==> src/rtl/rtc_pkg.sv <==
package rtc_pkg;
  localparam int NUM_REGS = 7;
  localparam int ADDR_W   = 3;

  localparam logic [ADDR_W-1:0] A_SEC  = 3'd0;
  localparam logic [ADDR_W-1:0] A_MIN  = 3'd1;
  localparam logic [ADDR_W-1:0] A_HOUR = 3'd2;
  localparam logic [ADDR_W-1:0] A_DOW  = 3'd3;
  localparam logic [ADDR_W-1:0] A_DATE = 3'd4;
  localparam logic [ADDR_W-1:0] A_MON  = 3'd5;
  localparam logic [ADDR_W-1:0] A_YEAR = 3'd6;

  typedef struct packed {
    logic [6:0] sec;
    logic [6:0] min;
    logic [6:0] hour;  // [6] 12h mode, [5] PM or tens-of-twenty
    logic [2:0] dow;
    logic [5:0] date;
    logic       cent;
    logic [4:0] mon;
    logic [7:0] year;
  } rtc_time_t;

  function automatic logic [7:0] bcd_inc(input logic [7:0] v);
    if (v[3:0] == 4'd9) return {v[7:4] + 4'd1, 4'd0};
    return {v[7:4], v[3:0] + 4'd1};
  endfunction

  function automatic logic year_leap(input logic [7:0] y);
    logic [7:0] b;
    b = 8'(y[7:4]) * 8'd10 + 8'(y[3:0]);
    return (b[1:0] == 2'b00);
  endfunction

  function automatic logic [5:0] last_date(input logic [4:0] mon, input logic leap);
    case (mon)
      5'h02:                      return leap ? 6'h29 : 6'h28;
      5'h04, 5'h06, 5'h09, 5'h11: return 6'h30;
      default:                    return 6'h31;
    endcase
  endfunction

  function automatic logic [7:0] reg_byte(input rtc_time_t t, input logic [ADDR_W-1:0] idx);
    case (idx)
      A_SEC:   return {1'b0, t.sec};
      A_MIN:   return {1'b0, t.min};
      A_HOUR:  return {1'b0, t.hour};
      A_DOW:   return {5'b0, t.dow};
      A_DATE:  return {2'b0, t.date};
      A_MON:   return {t.cent, 2'b0, t.mon};
      A_YEAR:  return t.year;
      default: return 8'h00;
    endcase
  endfunction
endpackage

==> src/rtl/rtc_prescaler.sv <==
module rtc_prescaler #(
  parameter int PRESCALE = 32768
) (
  input  logic clk_i,
  input  logic rst_ni,
  input  logic ref_tick_i,
  input  logic clr_i,
  output logic sec_tick_o
);
  localparam int CNT_W = (PRESCALE > 2) ? $clog2(PRESCALE) : 1;
  localparam logic [CNT_W-1:0] CNT_MAX = CNT_W'(PRESCALE - 1);

  logic [CNT_W-1:0] cnt_q;

  assign sec_tick_o = ref_tick_i & ~clr_i & (cnt_q == CNT_MAX);

  always_ff @(posedge clk_i or negedge rst_ni) begin
    if (!rst_ni)          cnt_q <= '0;
    else if (clr_i)       cnt_q <= '0;
    else if (ref_tick_i)  cnt_q <= (cnt_q == CNT_MAX) ? '0 : cnt_q + 1'b1;
  end

  p_restart_r2: assert property (@(posedge clk_i) disable iff (!rst_ni)
    clr_i |=> (cnt_q == '0));
  p_count_step_r2: assert property (@(posedge clk_i) disable iff (!rst_ni)
    (!clr_i && !ref_tick_i) |=> $stable(cnt_q));
  p_wrap_r11: assert property (@(posedge clk_i) disable iff (!rst_ni)
    sec_tick_o |=> (cnt_q == '0));
endmodule

==> src/rtl/rtc_calendar.sv <==
module rtc_calendar
  import rtc_pkg::*;
(
  input  logic              clk_i,
  input  logic              rst_ni,
  input  logic              sec_tick_i,
  input  logic              wr_i,
  input  logic [ADDR_W-1:0] wr_addr_i,
  input  logic [7:0]        wdata_i,
  output rtc_time_t         time_o
);
  rtc_time_t cur_q, nxt;
  logic c_min, c_hr, c_day, c_mon, c_yr;
  logic [4:0] h12;
  logic       pm;

  assign h12 = cur_q.hour[4:0];
  assign pm  = cur_q.hour[5];

  always_comb begin
    nxt   = cur_q;
    c_min = 1'b0;
    c_hr  = 1'b0;
    c_day = 1'b0;
    c_mon = 1'b0;
    c_yr  = 1'b0;
    if (sec_tick_i) begin
      if (cur_q.sec == 7'h59) begin
        nxt.sec = '0;
        c_min   = 1'b1;
      end else nxt.sec = 7'(bcd_inc({1'b0, cur_q.sec}));
    end
    if (c_min) begin
      if (cur_q.min == 7'h59) begin
        nxt.min = '0;
        c_hr    = 1'b1;
      end else nxt.min = 7'(bcd_inc({1'b0, cur_q.min}));
    end
    if (c_hr) begin
      if (cur_q.hour[6]) begin
        if (h12 == 5'h11) begin
          nxt.hour = {1'b1, ~pm, 5'h12};
          c_day    = pm;
        end else if (h12 == 5'h12) nxt.hour = {1'b1, pm, 5'h01};
        else nxt.hour = {1'b1, pm, 5'(bcd_inc({3'b0, h12}))};
      end else begin
        if (cur_q.hour[5:0] == 6'h23) begin
          nxt.hour = '0;
          c_day    = 1'b1;
        end else nxt.hour = {1'b0, 6'(bcd_inc({2'b0, cur_q.hour[5:0]}))};
      end
    end
    if (c_day) begin
      nxt.dow = (cur_q.dow == 3'd7) ? 3'd1 : cur_q.dow + 3'd1;
      if (cur_q.date == last_date(cur_q.mon, year_leap(cur_q.year))) begin
        nxt.date = 6'h01;
        c_mon    = 1'b1;
      end else nxt.date = 6'(bcd_inc({2'b0, cur_q.date}));
    end
    if (c_mon) begin
      if (cur_q.mon == 5'h12) begin
        nxt.mon = 5'h01;
        c_yr    = 1'b1;
      end else nxt.mon = 5'(bcd_inc({3'b0, cur_q.mon}));
    end
    if (c_yr) begin
      if (cur_q.year == 8'h99) begin
        nxt.year = 8'h00;
        nxt.cent = ~cur_q.cent;
      end else nxt.year = bcd_inc(cur_q.year);
    end
  end

  always_ff @(posedge clk_i or negedge rst_ni) begin
    if (!rst_ni) begin
      cur_q      <= '0;
      cur_q.dow  <= 3'd1;
      cur_q.date <= 6'h01;
      cur_q.mon  <= 5'h01;
    end else if (wr_i) begin
      case (wr_addr_i)
        A_SEC:  cur_q.sec  <= wdata_i[6:0];
        A_MIN:  cur_q.min  <= wdata_i[6:0];
        A_HOUR: cur_q.hour <= wdata_i[6:0];
        A_DOW:  cur_q.dow  <= (wdata_i[2:0] == 3'd0) ? 3'd1 : wdata_i[2:0];
        A_DATE: cur_q.date <= wdata_i[5:0];
        A_MON: begin
          cur_q.cent <= wdata_i[7];
          cur_q.mon  <= wdata_i[4:0];
        end
        A_YEAR: cur_q.year <= wdata_i;
        default: ;
      endcase
    end else begin
      cur_q <= nxt;
    end
  end

  assign time_o = cur_q;

  p_dow_nonzero_r6: assert property (@(posedge clk_i) disable iff (!rst_ni)
    cur_q.dow != 3'd0);
  p_sec_wrap_r3: assert property (@(posedge clk_i) disable iff (!rst_ni)
    (sec_tick_i && !wr_i && cur_q.sec == 7'h59) |=> (cur_q.sec == 7'h00));
  p_day_with_date_r4: assert property (@(posedge clk_i) disable iff (!rst_ni)
    (c_day && !wr_i) |=> (cur_q.dow != $past(cur_q.dow) && cur_q.date != $past(cur_q.date)));
  p_noon_r5: assert property (@(posedge clk_i) disable iff (!rst_ni)
    (c_hr && !wr_i && cur_q.hour == 7'h51) |=> (cur_q.hour == 7'h72 && $stable(cur_q.dow)));
  p_mode_kept_r5: assert property (@(posedge clk_i) disable iff (!rst_ni)
    !wr_i |=> (cur_q.hour[6] == $past(cur_q.hour[6])));
  p_century_r8: assert property (@(posedge clk_i) disable iff (!rst_ni)
    (c_yr && !wr_i && cur_q.year == 8'h99) |=> (cur_q.cent != $past(cur_q.cent)));
  p_no_tick_on_write_r11: assert property (@(posedge clk_i) disable iff (!rst_ni)
    (wr_i && wr_addr_i != A_SEC) |=> $stable(cur_q.sec));
endmodule

==> src/rtl/rtc_regport.sv <==
module rtc_regport
  import rtc_pkg::*;
(
  input  logic              clk_i,
  input  logic              rst_ni,
  input  logic              start_i,
  input  logic [ADDR_W-1:0] addr_i,
  input  logic              wr_i,
  input  logic              rd_i,
  input  rtc_time_t         live_i,
  output logic              wr_o,
  output logic [ADDR_W-1:0] ptr_o,
  output logic [7:0]        rdata_o
);
  localparam logic [ADDR_W-1:0] LAST = ADDR_W'(NUM_REGS - 1);

  logic [ADDR_W-1:0] ptr_q;
  logic [7:0]        snap_q [NUM_REGS];

  assign wr_o  = wr_i & ~start_i;
  assign ptr_o = ptr_q;

  always_ff @(posedge clk_i or negedge rst_ni) begin
    if (!rst_ni)              ptr_q <= '0;
    else if (start_i)         ptr_q <= (addr_i > LAST) ? '0 : addr_i;
    else if (wr_i || rd_i)    ptr_q <= (ptr_q == LAST) ? '0 : ptr_q + 1'b1;
  end

  for (genvar g = 0; g < NUM_REGS; g++) begin : g_snap
    always_ff @(posedge clk_i or negedge rst_ni) begin
      if (!rst_ni)      snap_q[g] <= '0;
      else if (start_i) snap_q[g] <= reg_byte(live_i, ADDR_W'(g));
    end

    p_snap_hold_r10: assert property (@(posedge clk_i) disable iff (!rst_ni)
      !start_i |=> $stable(snap_q[g]));
  end

  assign rdata_o = (ptr_q <= LAST) ? snap_q[ptr_q] : 8'h00;

  p_ptr_range_r9: assert property (@(posedge clk_i) disable iff (!rst_ni)
    ptr_q <= LAST);
  p_ptr_wrap_r9: assert property (@(posedge clk_i) disable iff (!rst_ni)
    (!start_i && (wr_i || rd_i) && ptr_q == LAST) |=> (ptr_q == '0));
endmodule

==> src/rtl/rtc_bcd_core.sv <==
module rtc_bcd_core
  import rtc_pkg::*;
#(
  parameter int PRESCALE = 32768
) (
  input  logic       clk_i,
  input  logic       rst_ni,
  input  logic       ref_tick_i,
  input  logic       start_i,
  input  logic [2:0] addr_i,
  input  logic       wr_i,
  input  logic       rd_i,
  input  logic [7:0] wdata_i,
  output logic [7:0] rdata_o
);
  logic              sec_tick;
  logic              wr_acc;
  logic [ADDR_W-1:0] ptr;
  rtc_time_t         live;

  rtc_regport u_port (
    .clk_i   (clk_i),
    .rst_ni  (rst_ni),
    .start_i (start_i),
    .addr_i  (addr_i),
    .wr_i    (wr_i),
    .rd_i    (rd_i),
    .live_i  (live),
    .wr_o    (wr_acc),
    .ptr_o   (ptr),
    .rdata_o (rdata_o)
  );

  rtc_prescaler #(.PRESCALE(PRESCALE)) u_presc (
    .clk_i      (clk_i),
    .rst_ni     (rst_ni),
    .ref_tick_i (ref_tick_i),
    .clr_i      (wr_acc),
    .sec_tick_o (sec_tick)
  );

  rtc_calendar u_cal (
    .clk_i      (clk_i),
    .rst_ni     (rst_ni),
    .sec_tick_i (sec_tick),
    .wr_i       (wr_acc),
    .wr_addr_i  (ptr),
    .wdata_i    (wdata_i),
    .time_o     (live)
  );
endmodule

==> config.mk <==
export PLATFORM = sky130hd
export DESIGN_NAME = rtc_bcd_core
export DESIGN_NICKNAME = d
export VERILOG_FILES = /design/src/rtl/rtc_pkg.sv /design/src/rtl/rtc_prescaler.sv /design/src/rtl/rtc_calendar.sv /design/src/rtl/rtc_regport.sv /design/src/rtl/rtc_bcd_core.sv
export SDC_FILE = /design/constraint.sdc
export NUM_CORES = 1
export LEC_CHECK = 0
export BUFFER_PORTS_ARGS = -buffer_cell sky130_fd_sc_hd__buf_2
export CAP_MARGIN = 20
export CORE_UTILIZATION = 25
export DETAILED_ROUTE_END_ITERATION = 6
export GPL_TIMING_DRIVEN = 1
export SETUP_SLACK_MARGIN = 0.02
export SLEW_MARGIN = 25
export SYNTH_ARGS = -nofsm -noshare
export SYNTH_HDL_FRONTEND = slang
export SYNTH_HIERARCHICAL = 1
export SYNTH_SLANG_ARGS = --single-unit
==> constraint.sdc <==
create_clock -name clk_i -period 4.2 [get_ports clk_i]
set_clock_uncertainty 0.05 [all_clocks]
set_input_delay 0.63 -clock clk_i [delete_from_list [all_inputs] [get_ports clk_i]]
set_output_delay 0.63 -clock clk_i [all_outputs]
set_load 0.05 [all_outputs]
# After elaboration in Yosys (flattened, before gate mapping)
# Cells that the tools add are included.
classes:
  addsub: 17
  multipliers: 1
  n_lt_le_gt_ge: 3
  eq_ne: 36
  muxes: 90
  n_bitwise: 8
  n_reduce_logical: 35
ops:
  columns: ["operator", "count"]
  rows:
  - ["$mux 7", 14]
  - ["$mux 8", 8]
  - ["$mux 6", 9]
  - ["$mux 15", 3]
  - ["$mux 44", 1]
  - ["$mux 1", 38]
  - ["$mux 5", 7]
  - ["$add 4x1->4 const B", 7]
  - ["$bmux 8 s3", 1]
  - ["$eq 4x4->1 const B", 6]
  - ["$mux 3", 7]
  - ["$eq 5x5->1 const B", 4]
  - ["$reduce_and 3->1", 6]
  - ["$reduce_bool 2->1", 9]
  - ["$add 15x1->15 const B", 1]
  - ["$eq 15x15->1 const B", 1]
  - ["$reduce_bool 3->1", 5]
  - ["$eq 7x7->1 const B", 2]
  - ["$ne 2x1->1 const B", 7]
  - ["$reduce_and 2->1", 7]
  - ["$add 3x1->3 const B", 4]
  - ["$eq 3x3->1 const B", 4]
  - ["$pmux 6 s2", 1]
  - ["$eq 5x3->1 const B", 2]
  - ["26 further kinds", 36]
totals:
  reg_bits: 106
  input_bits: 17
  out_inout_bits: 8
  elab_cells: 214

# Depth between registers and ports, before layout
# Gate-level depths: netlist of run 1.
depth:
  word_depth: 18
  depth_mapped: 12
  mapped_depth_nobuf: 10

# Modules after synthesis
# Netlist of run 1, hierarchy kept.
by_module_without_submodules:
  columns: ["mod", "n_inst", "cells_each", "area_each_um2", "seq_area_each_um2"]
  rows:
  - ["rtc_calendar", 1, 390, 3241.9, 1104.8]
  - ["rtc_regport", 1, 166, 2219.6, 1176.1]
  - ["rtc_prescaler", 1, 93, 894.6, 375.4]

# Worst setup path after synthesis of run 1
# Ideal clock, no wire load.
synth_path:
  path_type: "in2reg"
  start: "input start_i"
  end: "register u_cal.cur_q (netlist bit u_cal/time_o[18])"
  setup_time_ns: 0.125
  arrival_ns: 3.076
  required_ns: 4.025
  path_slack_ns: 0.949
  stages: 12
  path_buffers: 3
  path_cell_list: "clkbuf_1 -> buf_2 -> nor2b_1 -> inv_1 -> and3_1 -> nor2b_1 -> nand4_1 -> o21ba_2 -> or2_2 -> buf_2 -> o21ai_0 -> mux2_2"
synth_via:
  elab_chain_cells: 10
  elab_cells_between_ends: 13
  classes_between: "eq/ne: 1; mux: 4; bitwise: 5; reduce/logical: 3"
synth_rtl:
  columns: ["item", "line_no", "text"]
  rows:
  - ["from (decl)", "rtc_bcd_core.sv:9", "input logic start_i,"]
  - ["$not 1->1", "rtc_regport.sv:20", "assign wr_o = wr_i & ~start_i;"]
  - ["$and 1x1->1", "rtc_regport.sv:20", null]
  - ["via wr_acc", "rtc_bcd_core.sv:17", "logic wr_acc;"]
  - ["$not 1->1", "rtc_prescaler.sv:15", "assign sec_tick_o = ref_tick_i & ~clr_i & (cnt_q == CNT_MAX);"]
  - ["$and 1x1->1 (2 in a row)", "rtc_prescaler.sv:15", null]
  - ["via sec_tick", "rtc_bcd_core.sv:16", "logic sec_tick;"]
  - ["$mux 1", "rtc_calendar.sv:27", "if (sec_tick_i) begin"]
  - ["$mux 1", "rtc_calendar.sv:33", "if (c_min) begin"]
  - ["$mux 1", "rtc_calendar.sv:39", "if (c_hr) begin"]
  - ["$reduce_bool 2->1 (no source line)", null, null]
  - ["$reduce_and 3->1 (no source line)", null, null]
  - ["to (signal assigned)", "rtc_calendar.sv:95", "cur_q <= nxt;"]
  - ["to (decl)", "rtc_calendar.sv:12", "rtc_time_t cur_q, nxt;"]
# The timed path passes the listed nets, and every way through them passes these cells.
# A chain may end at the register's enable or synchronous reset.

# Worst setup path in the final report of run 1
layout_path:
  start: "register u_port.ptr_q[1], in the netlist u_port/ptr_o[1]"
  end: "output rdata_o[2]"
layout_via:
  elab_chain_cells: 5
  elab_cells_between_ends: 6
  classes_between: "order compare: 1; mux: 4; bitwise: 1"
layout_rtl:
  columns: ["item", "line_no", "text"]
  rows:
  - ["from (decl)", "rtc_regport.sv:17", "logic [ADDR_W-1:0] ptr_q;"]
  - ["from (signal assigned)", "rtc_regport.sv:25", "else if (start_i) ptr_q <= (addr_i > LAST) ? '0 : addr_i;"]
  - ["from (signal assigned)", "rtc_regport.sv:26", "else if (wr_i || rd_i) ptr_q <= (ptr_q == LAST) ? '0 : ptr_q + 1'b1;"]
  - ["$not 3->4 (not written as such)", "rtc_regport.sv:39", "assign rdata_o = (ptr_q <= LAST) ? snap_q[ptr_q] : 8'h00;"]
  - ["$bmux 8 s3", "rtc_regport.sv:39", null]
  - ["$mux 8 (not written as such) (2 in a row)", "rtc_regport.sv:39", null]
  - ["$mux 8 (*)", "rtc_regport.sv:39", null]
  - ["to (decl)", "rtc_bcd_core.sv:14", "output logic [7:0] rdata_o"]
# Mark *: on every way between the ends. The rest lies on a longest branch, timed or not. The select of a mux whose other input is x is not followed.

==> tab_implementation.tex, run 1 <==
\begin{tabular}{lr}
\hline
Metric & Value \\
\hline
\multicolumn{2}{l}{\textbf{Critical path}} \\
\quad Worst EP arrival & 2.36 ns \\
\quad Critical Path Most Common Cell & a221oi\_1 \\
\quad Delay-heaviest family, CP & compound AO/OA/AOI/OAI gates \\
\quad Crit path max fanout & 8 \\
\quad CP cell instances & nor2b\_1 -> a221oi\_1 -> a221oi\_1 -> buf\_2 \\
\quad Cell with the largest stage delay on the worst path & nor2b\_1 \\
\quad Depth of the worst register-to-register path & 10 \\
\quad Critical setup path kind & flip-flop to primary output \\
\quad Number of logic stages on the critical path including buffering & 4 \\
\quad Stage delay of the slowest cell on the critical path & 0.61 ns \\
\quad Crit path required time & 3.52 ns \\
\quad CP endpoint kind & primary output \\
\quad Kind of start point of the critical path & flip-flop \\
\quad Buffering stage count on the worst path with inverters included & 1 \\
\multicolumn{2}{l}{\textbf{Timing}} \\
\quad Timing-limited maximum frequency & 0.329 GHz \\
\quad Slew at the pin with the worst max-slew slack & 0.783 ns \\
\quad Max-slew violation total from the final report & 0 \\
\quad Final Cycle Share & 0.724 \\
\quad Number of hold-slack violations in the final timing report & 0 \\
\quad Final setup violation count & 0 \\
\quad Relative max-transition margin & 0.477 \\
\quad Final min period & 3.04 ns \\
\quad Unrepaired setup endpoints after global routing & no \\
\quad Aggregate negative setup slack & 0 ns \\
\multicolumn{2}{l}{\textbf{Power}} \\
\quad Int Pwr & 0.00238 W \\
\quad Power dissipated by switching net loads & 0.00141 W \\
\quad Switching power share of the total & 0.371 \\
\quad Power per Cell Area & 535 nW/um\^{}2 \\
\quad Final Power & 0.00379 W \\
\quad Clock power frac & 0.227 \\
\quad Leakage power total & 2.89 nW \\
\quad Seq pwr share & 0.456 \\
\quad Highest ir drop seen on vdd & 0.000211 V \\
\quad Comb power frac & 0.318 \\
\multicolumn{2}{l}{\textbf{Floorplanning}} \\
\quad Die boundary height & 161 um \\
\quad Die X-Extent & 161 um \\
\quad Core outline area & 24600 sq um \\
\quad Count of standard-cell rows & 57 \\
\quad Top-level I/O count & 25 \\
\quad Starting density of the core & 0.258 \\
\quad Die footprint & 26100 sq um \\
\multicolumn{2}{l}{\textbf{Yosys}} \\
\quad Synth Net Count & 680 \\
\quad Post-synth top flop & dfrtp\_1 \\
\quad Average cell area after synthesis & 9.79 sq um \\
\quad Sequential area share after synthesis & 0.418 \\
\quad Number of distinct standard cells referenced by the synthesized netlist & 80 \\
\quad Post-Syn Area & 6360 sq um \\
\quad Share of async-settable or async-resettable flops after synthesis & 1.00 \\
\quad Mapped Cells & 649 \\
\quad Number of enable-type register cells in the synthesized netlist & 0 \\
\quad Warnings from Yosys & 6 \\
\quad Seq cells post-synth & 106 \\
\multicolumn{2}{l}{\textbf{Clock network}} \\
\quad CTS Hold Bufs & 0 \\
\quad Source-to-sink clock delay at the later pin of the worst-skew pair & 0.36 ns \\
\quad Number of sinks handled by clock tree synthesis & 106 \\
\quad Clock tree buffer depth & 2 \\
\quad Total CTS buffers & 9 \\
\quad Post-cts repair resize count & 0 \\
\quad CTS tree & done \\
\quad Root Buffer & clkbuf\_16 \\
\quad CTS clock-pin slew for the worst setup and hold paths & 0.06 ns \\
\quad Depth of the CTS H-tree & 3 \\
\quad Setup bufs post-CTS & 0 \\
\multicolumn{2}{l}{\textbf{Cells and area}} \\
\quad Antenna Cells & 0 \\
\quad Number of fill cells in the layout & 2557 \\
\quad Commonest non-fill, non-tap cell in the layout & dfrtp\_1 \\
\quad Commonest cells after routing, fill and taps aside & dfrtp\_1 (103), nand2\_1 (63), mux2\_2 (58) \\
\quad Final net count & 692 \\
\quad Area growth from synthesis to layout & 11.5\% \\
\quad Share of cells above drive strength 1 & 0.201 \\
\multicolumn{2}{l}{\textbf{Worst hold path}} \\
\quad Path type of the worst min-delay path & input pin to asynchronous set/reset pin \\
\multicolumn{2}{l}{\textbf{GRT}} \\
\quad Initial antenna violation count & 0 \\
\quad Overall track demand over capacity in global routing & 0.132 \\
\quad Maximum number of pins on one net before global-route repair & 72 \\
\quad Remaining global-route overflow & 0 \\
\quad Vias in the first global route & 4929 \\
\quad Wire length of the first global-routing pass & 26.9 mm \\
\multicolumn{2}{l}{\textbf{Route}} \\
\quad Detail-routed via count per cell & 5.23 \\
\quad Total routed wirelength & 16.5 mm \\
\quad Number of optimization iterations in the first detailed-route pass & 5 \\
\quad Number of nets with antenna violations after routing & 0 \\
\quad Total via count in the routed design & 5182 \\
\quad DR WL/cell & 16.6 um \\
\quad Count of unresolved DRC violations after routing & 0 \\
\quad Initial detailed-routing violation count & 400 \\
\multicolumn{2}{l}{\textbf{Status}} \\
\quad Outcome & complete, no violations \\
\multicolumn{2}{l}{\textbf{Placement}} \\
\quad GPL Wtd Cong & 0.813 \\
\quad Port buffer count & 24 \\
\quad Placed wire-length estimate after detailed placement & 11.6 mm \\
\multicolumn{2}{l}{\textbf{Run}} \\
\quad Max-cap viol count & 0 \\
\hline
\end{tabular}
final timing paths:
check | end | slack (ns) | start
worst max-delay path | rdata_o[2] | 1.16 | u_port/ptr_o[1]
worst min-delay path | u_port/snap_q[46] | 0.27 | rst_ni
worst max register to register | u_cal/time_o[8] | 1.27 | u_presc/cnt_q[1]
worst min register to register | u_port/snap_q[45] | 0.45 | u_port/snap_q[45]
max in group asynchronous | u_cal/time_o[14] | 3.05 | rst_ni
min in group clk_i | u_port/snap_q[45] | 0.45 | u_port/snap_q[45]
cells in the mapped netlist (all sizes together) (9+ instances only):
library cell | n | area, sq um
a21oi | 35 | 179
a221oi | 9 | 91.3
a31oi | 10 | 62.6
buf | 23 | 159
clkbuf | 10 | 37.5
dfrtp | 103 | 2580
ha | 14 | 175
inv | 26 | 97.6
mux2 | 60 | 683
mux2i | 9 | 90.1
nand2 | 64 | 243
nand3 | 21 | 110
nor2 | 40 | 153
nor2b | 10 | 62.6
nor3 | 14 | 81.3
nor4 | 12 | 90.1
o211ai | 9 | 72.6
o21ai | 37 | 185
o31ai | 11 | 82.6
registers in the layout, indices dropped and copies added (netlist names):
name / flops
u_cal/time_o: 44
u_port/snap_q: 44
u_presc/cnt_q: 15
u_port/ptr_o: 3
layer usage:
layer | up-vias | GRT usage | wire length (um)
li1 | 2451 | - | -
met4 | 0 | 0.0575 | 537
met2 | 144 | 0.205 | 7490
met1 | 2556 | 0.174 | 7550
met5 | - | 0 | 0
met3 | 31 | 0.0311 | 880
worst reg2reg max path, cell delays in order, from the launching register on:
cell     delay [ns]
dfrtp_1        0.40
ha_1           0.23
and4_4         0.28
and4_1         0.19
and3_1         0.19
nor2b_1        0.20
nand4_1        0.15
o21ba_2        0.33
or4b_4         0.51
a22oi_1        0.19
o22a_1         0.16
metrics by stage:
| step | instance area [sq um] | instances | setup WS [ns] | hold WS [ns] | utilization |
|---|---|---|---|---|---|
| after floorplan | 6360 | 649 | 0.949 | 0.284 | - |
| after global placement | 6780 | 974 | 1.36 | 0.434 | 0.276 |
| after detailed placement | 6780 | 974 | 1.28 | 0.439 | 0.276 |
| after CTS | 7080 | 990 | 1.14 | 0.427 | 0.288 |
| after global routing | 7080 | 990 | 1.02 | 0.316 | 0.288 |
| final | 7080 | 990 | 1.16 | 0.266 | 0.288 |
power by group through the flow:
stage / Combinational, W / Sequential, W / Clock, W
floorplan: 0.00104 / 0.00157 / 0
global placement: 0.00117 / 0.00173 / 0
detailed placement: 0.00120 / 0.00174 / 0
CTS: 0.00121 / 0.00173 / 0.000884
global route: 0.00135 / 0.00179 / 0.000917
finish: 0.00120 / 0.00173 / 0.000860
final cells by class:
type | instances | area (sq um) | area share
multi-input cells | 484 | 3410 | 0.482
inverters | 26 | 97.6 | 0.0138
well taps | 324 | 405 | 0.0572
flip-flops and latches | 106 | 2660 | 0.375
clock inverters | 4 | 51.3 | 0.00724
clock buffers | 12 | 246 | 0.0348
repair buffers | 34 | 214 | 0.0302
cell families after synthesis:
logic type      synth area share
xor+xnor                 0.00551
simple gates               0.193
mux                        0.122
compound gates             0.188
fa+ha+maj                 0.0276
buf+inv                   0.0463
flops                      0.418
Power figures use the tool's default switching activity.
==> run 2, diff against run 1 <==
Settings changed: ABC_AREA set to 1.
Clock period 4.2 ns to 2.6 ns, I/O delays scaled along.
==> run 2 against run 1 <==
  * The run now ends with hold timing left
  * Flip-flop and latch count unchanged
  * Register-to-register slack worse by 1.1 ns
  * Via count up 7.9%
  * Sequential power up 61%
  * Cell area up 2.9%
  * Clock power up 58%
  * Clock-buffer cell count down 2
  * Global-route usage down 0.22 points
  * Synthesized area up 1.4%
  * Combinational power up 71%
  * Worst setup slack worse by 0.98 ns
  * Largest cell class unchanged
==> tab_implementation.tex, run 2 <==
\begin{tabular}{lr}
\hline
Metric & Value \\
\hline
\multicolumn{2}{l}{\textbf{Power}} \\
\quad Highest ir drop seen on vdd & 0.000531 V (+150\%) \\
\quad Leakage power total & 3.61 nW (+25\%) \\
\quad Power per Cell Area & 850 nW/um\^{}2 (+59\%) \\
\multicolumn{2}{l}{\textbf{Cells and area}} \\
\quad Final net count & 927 (+34\%) \\
\quad Area growth from synthesis to layout & 13.1\% \\
\quad Antenna Cells & 0 (unchanged) \\
\quad Reg area & 2660 sq um (about the same) \\
\quad Commonest non-fill, non-tap cell in the layout & nand2\_1 \\
\quad Total area of multi-input combinational cells & 3350 sq um (-1.9\%) \\
\quad Number of fill cells in the layout & 2772 (+8.4\%) \\
\quad Commonest cells after routing, fill and taps aside & nand2\_1 (332), dfrtp\_1 (102), inv\_1 (74) \\
\quad Share of cells above drive strength 1 & 0.153 (-0.0480) \\
\multicolumn{2}{l}{\textbf{Yosys}} \\
\quad Sequential area share after synthesis & 0.412 (-0.00576) \\
\quad Number of distinct standard cells referenced by the synthesized netlist & 48 (-40\%) \\
\quad Top-area cell type share of the netlist area & 0.400 (-0.00559) \\
\quad Mapped Cells & 863 (+33\%) \\
\quad Warnings from Yosys & 6 (unchanged) \\
\quad Share of async-settable or async-resettable flops after synthesis & 1.00 (unchanged) \\
\quad Post-synth top flop & dfrtp\_1 \\
\quad Number of enable-type register cells in the synthesized netlist & 0 (unchanged) \\
\quad Seq cells post-synth & 106 (unchanged) \\
\quad Synth area leader & dfrtp\_1 \\
\quad Synth Net Count & 894 (+31\%) \\
\quad Leading cell type by number of instances after synthesis & nand2\_1 \\
\quad Post-Syn Area & 6440 sq um (+1.4\%) \\
\quad Cell types occupying the most area after synthesis & dfrtp\_1 (40\%), nand2\_1 (19\%), nand3\_1 (4.5\%), inv\_1 (4.3\%), o21ai\_0 (3.3\%) \\
\quad Synth top cells by count & nand2\_1 (334), dfrtp\_1 (103), inv\_1 (74) \\
\quad Average cell area after synthesis & 7.47 sq um (-24\%) \\
\multicolumn{2}{l}{\textbf{Critical path}} \\
\quad Crit path max fanout & 10 (+2) \\
\quad Kind of start point of the critical path & flip-flop \\
\quad Cell with the largest stage delay on the worst path & dfrtp\_1 \\
\quad CP endpoint kind & primary output \\
\quad Depth of the worst register-to-register path & 11 (+1) \\
\quad CP cell instances & buf\_4 -> nor2\_4 -> nand2\_1 -> nand3\_2 -> nand2\_1 -> nand2\_1 -> buf\_2 \\
\quad Reg-to-Reg Start & u\_presc/cnt\_q[0] \\
\quad Critical Path Most Common Cell & nand2\_1 \\
\quad Slack of the worst reg-to-reg path & 0.21 ns (-1.06 ns) \\
\quad Critical setup path kind & flip-flop to primary output \\
\quad Crit path required time & 2.16 ns (-1.36 ns) \\
\quad Endpoint of the most critical register-to-register path & u\_cal/time\_o[36] \\
\quad Stage delay of the slowest cell on the critical path & 0.55 ns (-0.06 ns) \\
\quad Delay-heaviest family, CP & simple AND/OR/NAND/NOR gates \\
\quad Origin of the worst setup path & u\_port/ptr\_o[1] \\
\quad End of the critical path & rdata\_o[4] \\
\quad Worst EP arrival & 1.99 ns (-0.37 ns) \\
\quad Number of logic stages on the critical path including buffering & 7 (+3) \\
\quad Buffering stage count on the worst path with inverters included & 2 (+1) \\
\multicolumn{2}{l}{\textbf{Route}} \\
\quad DR WL/cell & 13.4 um (-20\%) \\
\quad Detail-routed via count per cell & 4.54 (-13\%) \\
\quad Count of unresolved DRC violations after routing & 0 (unchanged) \\
\quad Number of optimization iterations in the first detailed-route pass & 5 (unchanged) \\
\quad Total via count in the routed design & 5593 (+7.9\%) \\
\quad Number of nets with antenna violations after routing & 0 (unchanged) \\
\quad Total routed wirelength & 16.5 mm (about the same) \\
\quad Initial detailed-routing violation count & 367 (-8.3\%) \\
\multicolumn{2}{l}{\textbf{Clock network}} \\
\quad Number of sinks handled by clock tree synthesis & 106 (unchanged) \\
\quad CTS clock-pin slew for the worst setup and hold paths & 0.08 ns (+0.02 ns) \\
\quad Clock tree buffer depth & 2 (unchanged) \\
\quad CTS tree & done \\
\quad Source-to-sink clock delay at the later pin of the worst-skew pair & 0.36 ns (about the same) \\
\quad Root Buffer & clkbuf\_16 \\
\quad Total CTS buffers & 9 (unchanged) \\
\quad CTS Hold Bufs & 0 (unchanged) \\
\quad Depth of the CTS H-tree & 3 (unchanged) \\
\multicolumn{2}{l}{\textbf{Timing}} \\
\quad Final min period & 2.43 ns \\
\quad Worst hold margin & -0.0153 ns (-0.281 ns) \\
\quad Relative max-transition margin & 0.586 (+0.109) \\
\quad Timing-limited maximum frequency & 0.412 GHz \\
\quad Final Cycle Share & 0.933 \\
\quad Unrepaired setup endpoints after global routing & no \\
\quad Number of hold-slack violations in the final timing report & 19 (+19) \\
\quad Final setup violation count & 0 (unchanged) \\
\quad Slew at the pin with the worst max-slew slack & 0.614 ns (-0.168 ns) \\
\quad Max-slew violation total from the final report & 0 (unchanged) \\
\quad Aggregate negative setup slack & 0 ns (unchanged) \\
\quad Least setup slack across all paths after layout & 0.174 ns (-0.983 ns) \\
\multicolumn{2}{l}{\textbf{Floorplanning}} \\
\quad Count of standard-cell rows & 58 (+1.8\%) \\
\quad Core outline area & 25300 sq um (+2.6\%) \\
\quad Die boundary height & 163 um (+0.69\%) \\
\quad Die footprint & 26400 sq um (+1.4\%) \\
\quad Top-level I/O count & 25 (unchanged) \\
\quad Starting density of the core & 0.255 (-0.00312) \\
\quad Die X-Extent & 163 um (+0.69\%) \\
\multicolumn{2}{l}{\textbf{Placement}} \\
\quad Placed wire-length estimate after detailed placement & 12.4 mm (+6.7\%) \\
\quad Port buffer count & 24 (unchanged) \\
\quad GPL Wtd Cong & 0.845 (+4.0\%) \\
\quad Pre-CTS setup slack & 0.0736 ns (-1.21 ns) \\
\multicolumn{2}{l}{\textbf{GRT}} \\
\quad Initial antenna violation count & 1 (+1) \\
\quad Overall track demand over capacity in global routing & 0.129 (-0.00219) \\
\quad Remaining global-route overflow & 0 (unchanged) \\
\quad Maximum number of pins on one net before global-route repair & 55 (-24\%) \\
\quad Vias in the first global route & 5095 (+3.4\%) \\
\quad Wire length of the first global-routing pass & 26.8 mm (-0.43\%) \\
\multicolumn{2}{l}{\textbf{Status}} \\
\quad Violated checks & hold timing \\
\quad Outcome & finished, violations left \\
\multicolumn{2}{l}{\textbf{Worst hold path}} \\
\quad Path type of the worst min-delay path & input pin to asynchronous set/reset pin \\
\multicolumn{2}{l}{\textbf{Run}} \\
\quad Max-cap viol count & 0 (unchanged) \\
\hline
\end{tabular}
-- run 2: cell count changes in the layout (fill, tap and decap cells not counted), sizes merged, moves of 10 or more --
cell,change
nor2b,-10
mux2,-58
nor4,-11
nand3,+48
o21ai,+15
a21oi,-10
nand2,+293
inv,+54
nor2,+34
-- run 2: routing by layer --
layer	share of wire	GRT usage	wire [um]
met4	0.020	0.0506	321
met2	0.44	0.194	7220
met3	0.049	0.0148	803
met1	0.49	0.189	8100
met5	0.00067	0	11
-- run 2: final cells by class --
type | instances | share of cell area
inverter | 80 | 0.0426
timing repair buffer | 42 | 0.0371
clock buffer | 10 | 0.0328
tap | 330 | 0.0567
sequential | 106 | 0.365
multi-input combinational | 657 | 0.460
clock inverter | 6 | 0.00670
-- run 2: how the worst min path moves through the flow --
stage / from / endpoint / slack, ns / cells after the start
after floorplan: rst_ni / u_cal/time_o[0] / 0.04 / 0
after global placement: rst_ni / u_presc/cnt_q[10] / 0.40 / 1
after detailed placement: rst_ni / u_presc/cnt_q[10] / 0.40 / 1
after CTS: rst_ni / u_presc/cnt_q[10] / 0.009 / 1
after global routing: rst_ni / u_presc/cnt_q[10] / 0.04 / 1
final: rst_ni / u_presc/cnt_q[10] / -0.02 / 1
-- run 2: timing repair --
action | CTS | global route
setup endpoints to repair | 0 | 39
gates resized for setup | 0 | 5
buffers inserted | 0 | 1
-- run 2: report_power, final --
| part | switching [W] | internal [W] | leakage [nW] |
|---|---|---|---|
| sequential | 0.000621 | 0.00217 | 1.35 |
| clock | 0.000672 | 0.000688 | 0.143 |
| combinational | 0.00129 | 0.000763 | 2.12 |
| total | 0.00258 | 0.00362 | 3.61 |
-- run 2: through the flow --
stage / total power (W) / cells / area (sq um) / utilization
after floorplan: 0.00426 / 863 / 6440 / -
final: 0.00620 / 1231 / 7290 / 0.289
after CTS: 0.00623 / 1230 / 7270 / 0.288
after global placement: 0.00481 / 1214 / 6980 / 0.276
after detailed placement: 0.00486 / 1214 / 6980 / 0.276
after global routing: 0.00668 / 1231 / 7290 / 0.289
-- run 2: logic make-up (layout without fill, tap and decap cells) --
family | Yosys count | after routing | synth area share
AO/OA/AOI/OAI | 108 | 108 | 0.0990
XOR/XNOR | 16 | 16 | 0.0217
adder cells (fa/ha/maj) | 14 | 14 | 0.0272
buffers and inverters | 100 | 138 | 0.0705
flip-flops | 106 | 106 | 0.412
multiplexers | 2 | 2 | 0.00349
AND/OR/NAND/NOR | 517 | 517 | 0.366
==> run 3, diff against run 2 <==
Settings changed: CORE_MARGIN set to 2, RECOVER_POWER set to 25, SYNTH_HIERARCHICAL 1 to unset.
==> run 3 against run 2 <==
  * The run now ends clean
  * Worst hold slack gained 0.32 ns
  * Core utilization rose by 0.49 points
  * First-iteration DRC count increased by 20%
  * Non-clock buffer count is 1 higher
  * Clock power increased by 11%
  * Flip-flop and latch count did not move
  * Critical path depth unchanged
  * Routed wire length is 4.9% lower
  * Critical path type unchanged
  * Critical endpoint is now rdata_o[5]
  * Largest power group unchanged
  * Highest routed layer is now met4
==> tab_implementation.tex, run 3 <==
\begin{tabular}{lr}
\hline
Metric & Value \\
\hline
\multicolumn{2}{l}{\textbf{Status}} \\
\quad Outcome & complete, no violations \\
\multicolumn{2}{l}{\textbf{Placement}} \\
\quad Placed wire-length estimate after detailed placement & 11.8 mm (-4.3\%) \\
\quad Port buffer count & 24 (unchanged) \\
\quad GPL Wtd Cong & 0.840 (-0.62\%) \\
\quad Post-placement cell area & 6510 sq um (-6.7\%) \\
\quad Pre-CTS setup slack & 0.506 ns (+0.432 ns) \\
\multicolumn{2}{l}{\textbf{Yosys}} \\
\quad Synth area leader & dfrtp\_1 \\
\quad Leading cell type by number of instances after synthesis & nand2\_1 \\
\quad Cell types occupying the most area after synthesis & dfrtp\_1 (43\%), nand2\_1 (12\%), o21ai\_0 (8.6\%), inv\_1 (6.1\%), ha\_1 (4.0\%) \\
\quad Number of enable-type register cells in the synthesized netlist & 0 (unchanged) \\
\quad Synth Net Count & 806 (-9.8\%) \\
\quad Warnings from Yosys & 0 (-6) \\
\quad Share of async-settable or async-resettable flops after synthesis & 1.00 (unchanged) \\
\quad Number of distinct standard cells referenced by the synthesized netlist & 40 (-17\%) \\
\quad Mapped Cells & 770 (-11\%) \\
\quad Average cell area after synthesis & 7.74 sq um (+3.6\%) \\
\quad Sequential area share after synthesis & 0.446 (+0.0338) \\
\quad Post-Syn Area & 5960 sq um (-7.6\%) \\
\quad Seq cells post-synth & 106 (unchanged) \\
\quad Top-area cell type share of the netlist area & 0.433 (+0.0328) \\
\quad Synth top cells by count & nand2\_1 (193), dfrtp\_1 (103), o21ai\_0 (102) \\
\quad Post-synth top flop & dfrtp\_1 \\
\multicolumn{2}{l}{\textbf{Cells and area}} \\
\quad Commonest non-fill, non-tap cell in the layout & nand2\_1 \\
\quad Total area of multi-input combinational cells & 2830 sq um (-15\%) \\
\quad Design Area, Final & 6870 sq um (-5.8\%) \\
\quad Number of fill cells in the layout & 2566 (-7.4\%) \\
\quad Area growth from synthesis to layout & 15.3\% \\
\quad Share of cells above drive strength 1 & 0.111 (-0.0421) \\
\quad Final net count & 841 (-9.3\%) \\
\quad Antenna Cells & 0 (unchanged) \\
\quad Commonest cells after routing, fill and taps aside & nand2\_1 (193), dfrtp\_1 (103), o21ai\_0 (102) \\
\quad Reg area & 2660 sq um (about the same) \\
\multicolumn{2}{l}{\textbf{Timing}} \\
\quad Relative max-transition margin & 0.342 (-0.245) \\
\quad Aggregate negative setup slack & 0 ns (unchanged) \\
\quad Number of hold-slack violations in the final timing report & 0 (-19) \\
\quad Least setup slack across all paths after layout & 0.171 ns (-0.00303 ns) \\
\quad Slew at the pin with the worst max-slew slack & 0.988 ns (+0.373 ns) \\
\quad Max-slew violation total from the final report & 0 (unchanged) \\
\quad Timing-limited maximum frequency & 0.412 GHz (-0.12\%) \\
\quad Final setup violation count & 0 (unchanged) \\
\quad Final Cycle Share & 0.934 (+0.00117) \\
\quad Unrepaired setup endpoints after global routing & yes \\
\quad Final min period & 2.43 ns (+0.00303 ns) \\
\multicolumn{2}{l}{\textbf{GRT}} \\
\quad Wire length of the first global-routing pass & 26.2 mm (-2.2\%) \\
\quad Initial antenna violation count & 0 (-1) \\
\quad Vias in the first global route & 4957 (-2.7\%) \\
\quad Overall track demand over capacity in global routing & 0.134 (+0.00500) \\
\quad Maximum number of pins on one net before global-route repair & 48 (-13\%) \\
\quad Remaining global-route overflow & 0 (unchanged) \\
\multicolumn{2}{l}{\textbf{Critical path}} \\
\quad Cell with the largest stage delay on the worst path & dfrtp\_1 \\
\quad Stage delay of the slowest cell on the critical path & 0.43 ns (-0.12 ns) \\
\quad Kind of start point of the critical path & flip-flop \\
\quad Crit path required time & 2.16 ns (about the same) \\
\quad CP endpoint kind & primary output \\
\quad CP cell instances & inv\_1 -> nor2\_4 -> clkinvlp\_4 -> nor2\_2 -> a22oi\_1 -> o2111ai\_1 -> buf\_4 \\
\quad Worst EP arrival & 1.99 ns (about the same) \\
\quad Crit path max fanout & 8 (-2) \\
\quad Critical setup path kind & flip-flop to primary output \\
\multicolumn{2}{l}{\textbf{Route}} \\
\quad Number of optimization iterations in the first detailed-route pass & 4 (-1) \\
\quad Detail-routed via count per cell & 4.48 (-1.4\%) \\
\quad Count of unresolved DRC violations after routing & 0 (unchanged) \\
\quad Number of nets with antenna violations after routing & 0 (unchanged) \\
\quad Total via count in the routed design & 5058 (-9.6\%) \\
\quad Initial detailed-routing violation count & 441 (+20\%) \\
\quad DR WL/cell & 13.9 um (+3.7\%) \\
\quad Total routed wirelength & 15.7 mm (-4.9\%) \\
\multicolumn{2}{l}{\textbf{Floorplanning}} \\
\quad Starting density of the core & 0.255 (-0.000658) \\
\quad Die X-Extent & 158 um (-2.6\%) \\
\quad Die boundary height & 158 um (-2.6\%) \\
\quad Core outline area & 23400 sq um (-7.3\%) \\
\quad Count of standard-cell rows & 56 (-3.4\%) \\
\quad Top-level I/O count & 25 (unchanged) \\
\quad Die footprint & 25100 sq um (-5.1\%) \\
\multicolumn{2}{l}{\textbf{Clock network}} \\
\quad Number of sinks handled by clock tree synthesis & 106 (unchanged) \\
\quad Depth of the CTS H-tree & 3 (unchanged) \\
\quad Root Buffer & clkbuf\_16 \\
\quad Clock tree buffer depth & 2 (unchanged) \\
\quad CTS tree & done \\
\quad Total CTS buffers & 9 (unchanged) \\
\quad CTS clock-pin slew for the worst setup and hold paths & 0.07 ns (about the same) \\
\quad Source-to-sink clock delay at the later pin of the worst-skew pair & 0.36 ns (about the same) \\
\multicolumn{2}{l}{\textbf{Worst hold path}} \\
\quad Path type of the worst min-delay path & input pin to flip-flop \\
\multicolumn{2}{l}{\textbf{Power}} \\
\quad Final Power & 0.00608 W (-1.9\%) \\
\quad Highest ir drop seen on vdd & 0.000431 V (-19\%) \\
\quad Leakage power total & 3.19 nW (-12\%) \\
\quad Power per Cell Area & 886 nW/um\^{}2 (+4.2\%) \\
\multicolumn{2}{l}{\textbf{Run}} \\
\quad Max-cap viol count & 0 (unchanged) \\
\hline
\end{tabular}
[run 3: cell count changes in the layout (fill, tap and decap cells not counted), sizes merged, moves of 5 or more]
cell,delta
ha,+5
xor2,+5
clkbuf,+5
inv,+21
o21ai,+55
nand3,-31
nand2,-159
buf,-5
a22oi,+5
o22ai,+14
[run 3: final cells by class]
class                   instances  area share
clock buffers                  10      0.0333
clock inverters                 6      0.0140
inverters                     101      0.0557
multi-input cells             544       0.413
flip-flops and latches        106       0.387
well taps                     319      0.0581
repair buffers                 43      0.0394
[run 3: cells by family (layout without fill, tap and decap cells)]
| logic type | Yosys count | in the layout | share of synthesized area |
|---|---|---|---|
| adders and majority gates | 19 | 19 | 0.0399 |
| xor gates and xnor gates | 22 | 22 | 0.0323 |
| muxes | 1 | 1 | 0.00189 |
| buffers and inverters | 120 | 160 | 0.0788 |
| and+or+nand+nor | 330 | 330 | 0.243 |
| DFF | 106 | 106 | 0.446 |
| AOI/OAI and AO/OA | 172 | 172 | 0.158 |
[run 3: what timing repair did]
action,in CTS,in global routing
buffers inserted,0,3
endpoints found under the hold margin,16,0
setup endpoints to repair,0,5
hold buffers,1,0
resized for setup,0,9
[run 3: critical path: cells and delay by family (launching register included)]
family,cells,cell delay (ns)
and+or+nand+nor,2,0.37
buffers and inverters,3,0.61
DFF,1,0.43
AOI/OAI and AO/OA,2,0.23
[run 3: path summary, 6_finish.rpt]
check                                         end  cells past startpoint              start  slack (ns)
min in group asynchronous        u_presc.cnt_q[2]                      2             rst_ni        0.66
worst min register to register  u_port.snap_q[43]                      2  u_port.snap_q[43]        0.43
worst max-delay path                   rdata_o[5]                      7    u_port.ptr_o[0]        0.17
worst min-delay path            u_presc.cnt_q[12]                      3         ref_tick_i        0.30
worst max register to register    u_cal.time_o[7]                     11   u_cal.time_o[38]        0.50
max in group asynchronous       u_port.snap_q[18]                      3             rst_ni        0.58
[run 3: metal layers]
layer	track usage	part of all wire	vias up
met5	0	0	-
met2	0.216	0.45	72
li1	-	-	2595
met4	0.0356	0.014	0
met3	0.0212	0.029	14
met1	0.189	0.51	2377
[run 3: metrics by stage]
stage | cells | util | hold WS [ns]
2_1_floorplan | 770 | - | 0.0444
3_3_place_gp | 1109 | 0.278 | 0.236
3_5_place_dp | 1109 | 0.278 | 0.234
4_1_cts | 1126 | 0.293 | 0.292
5_1_grt | 1129 | 0.293 | 0.314
6_report | 1129 | 0.293 | 0.302
[run 3: power by group]
| part | switching, W | internal [W] |
|---|---|---|
| registers | 0.000467 | 0.00215 |
| logic | 0.00123 | 0.000723 |
| clock network | 0.000652 | 0.000857 |
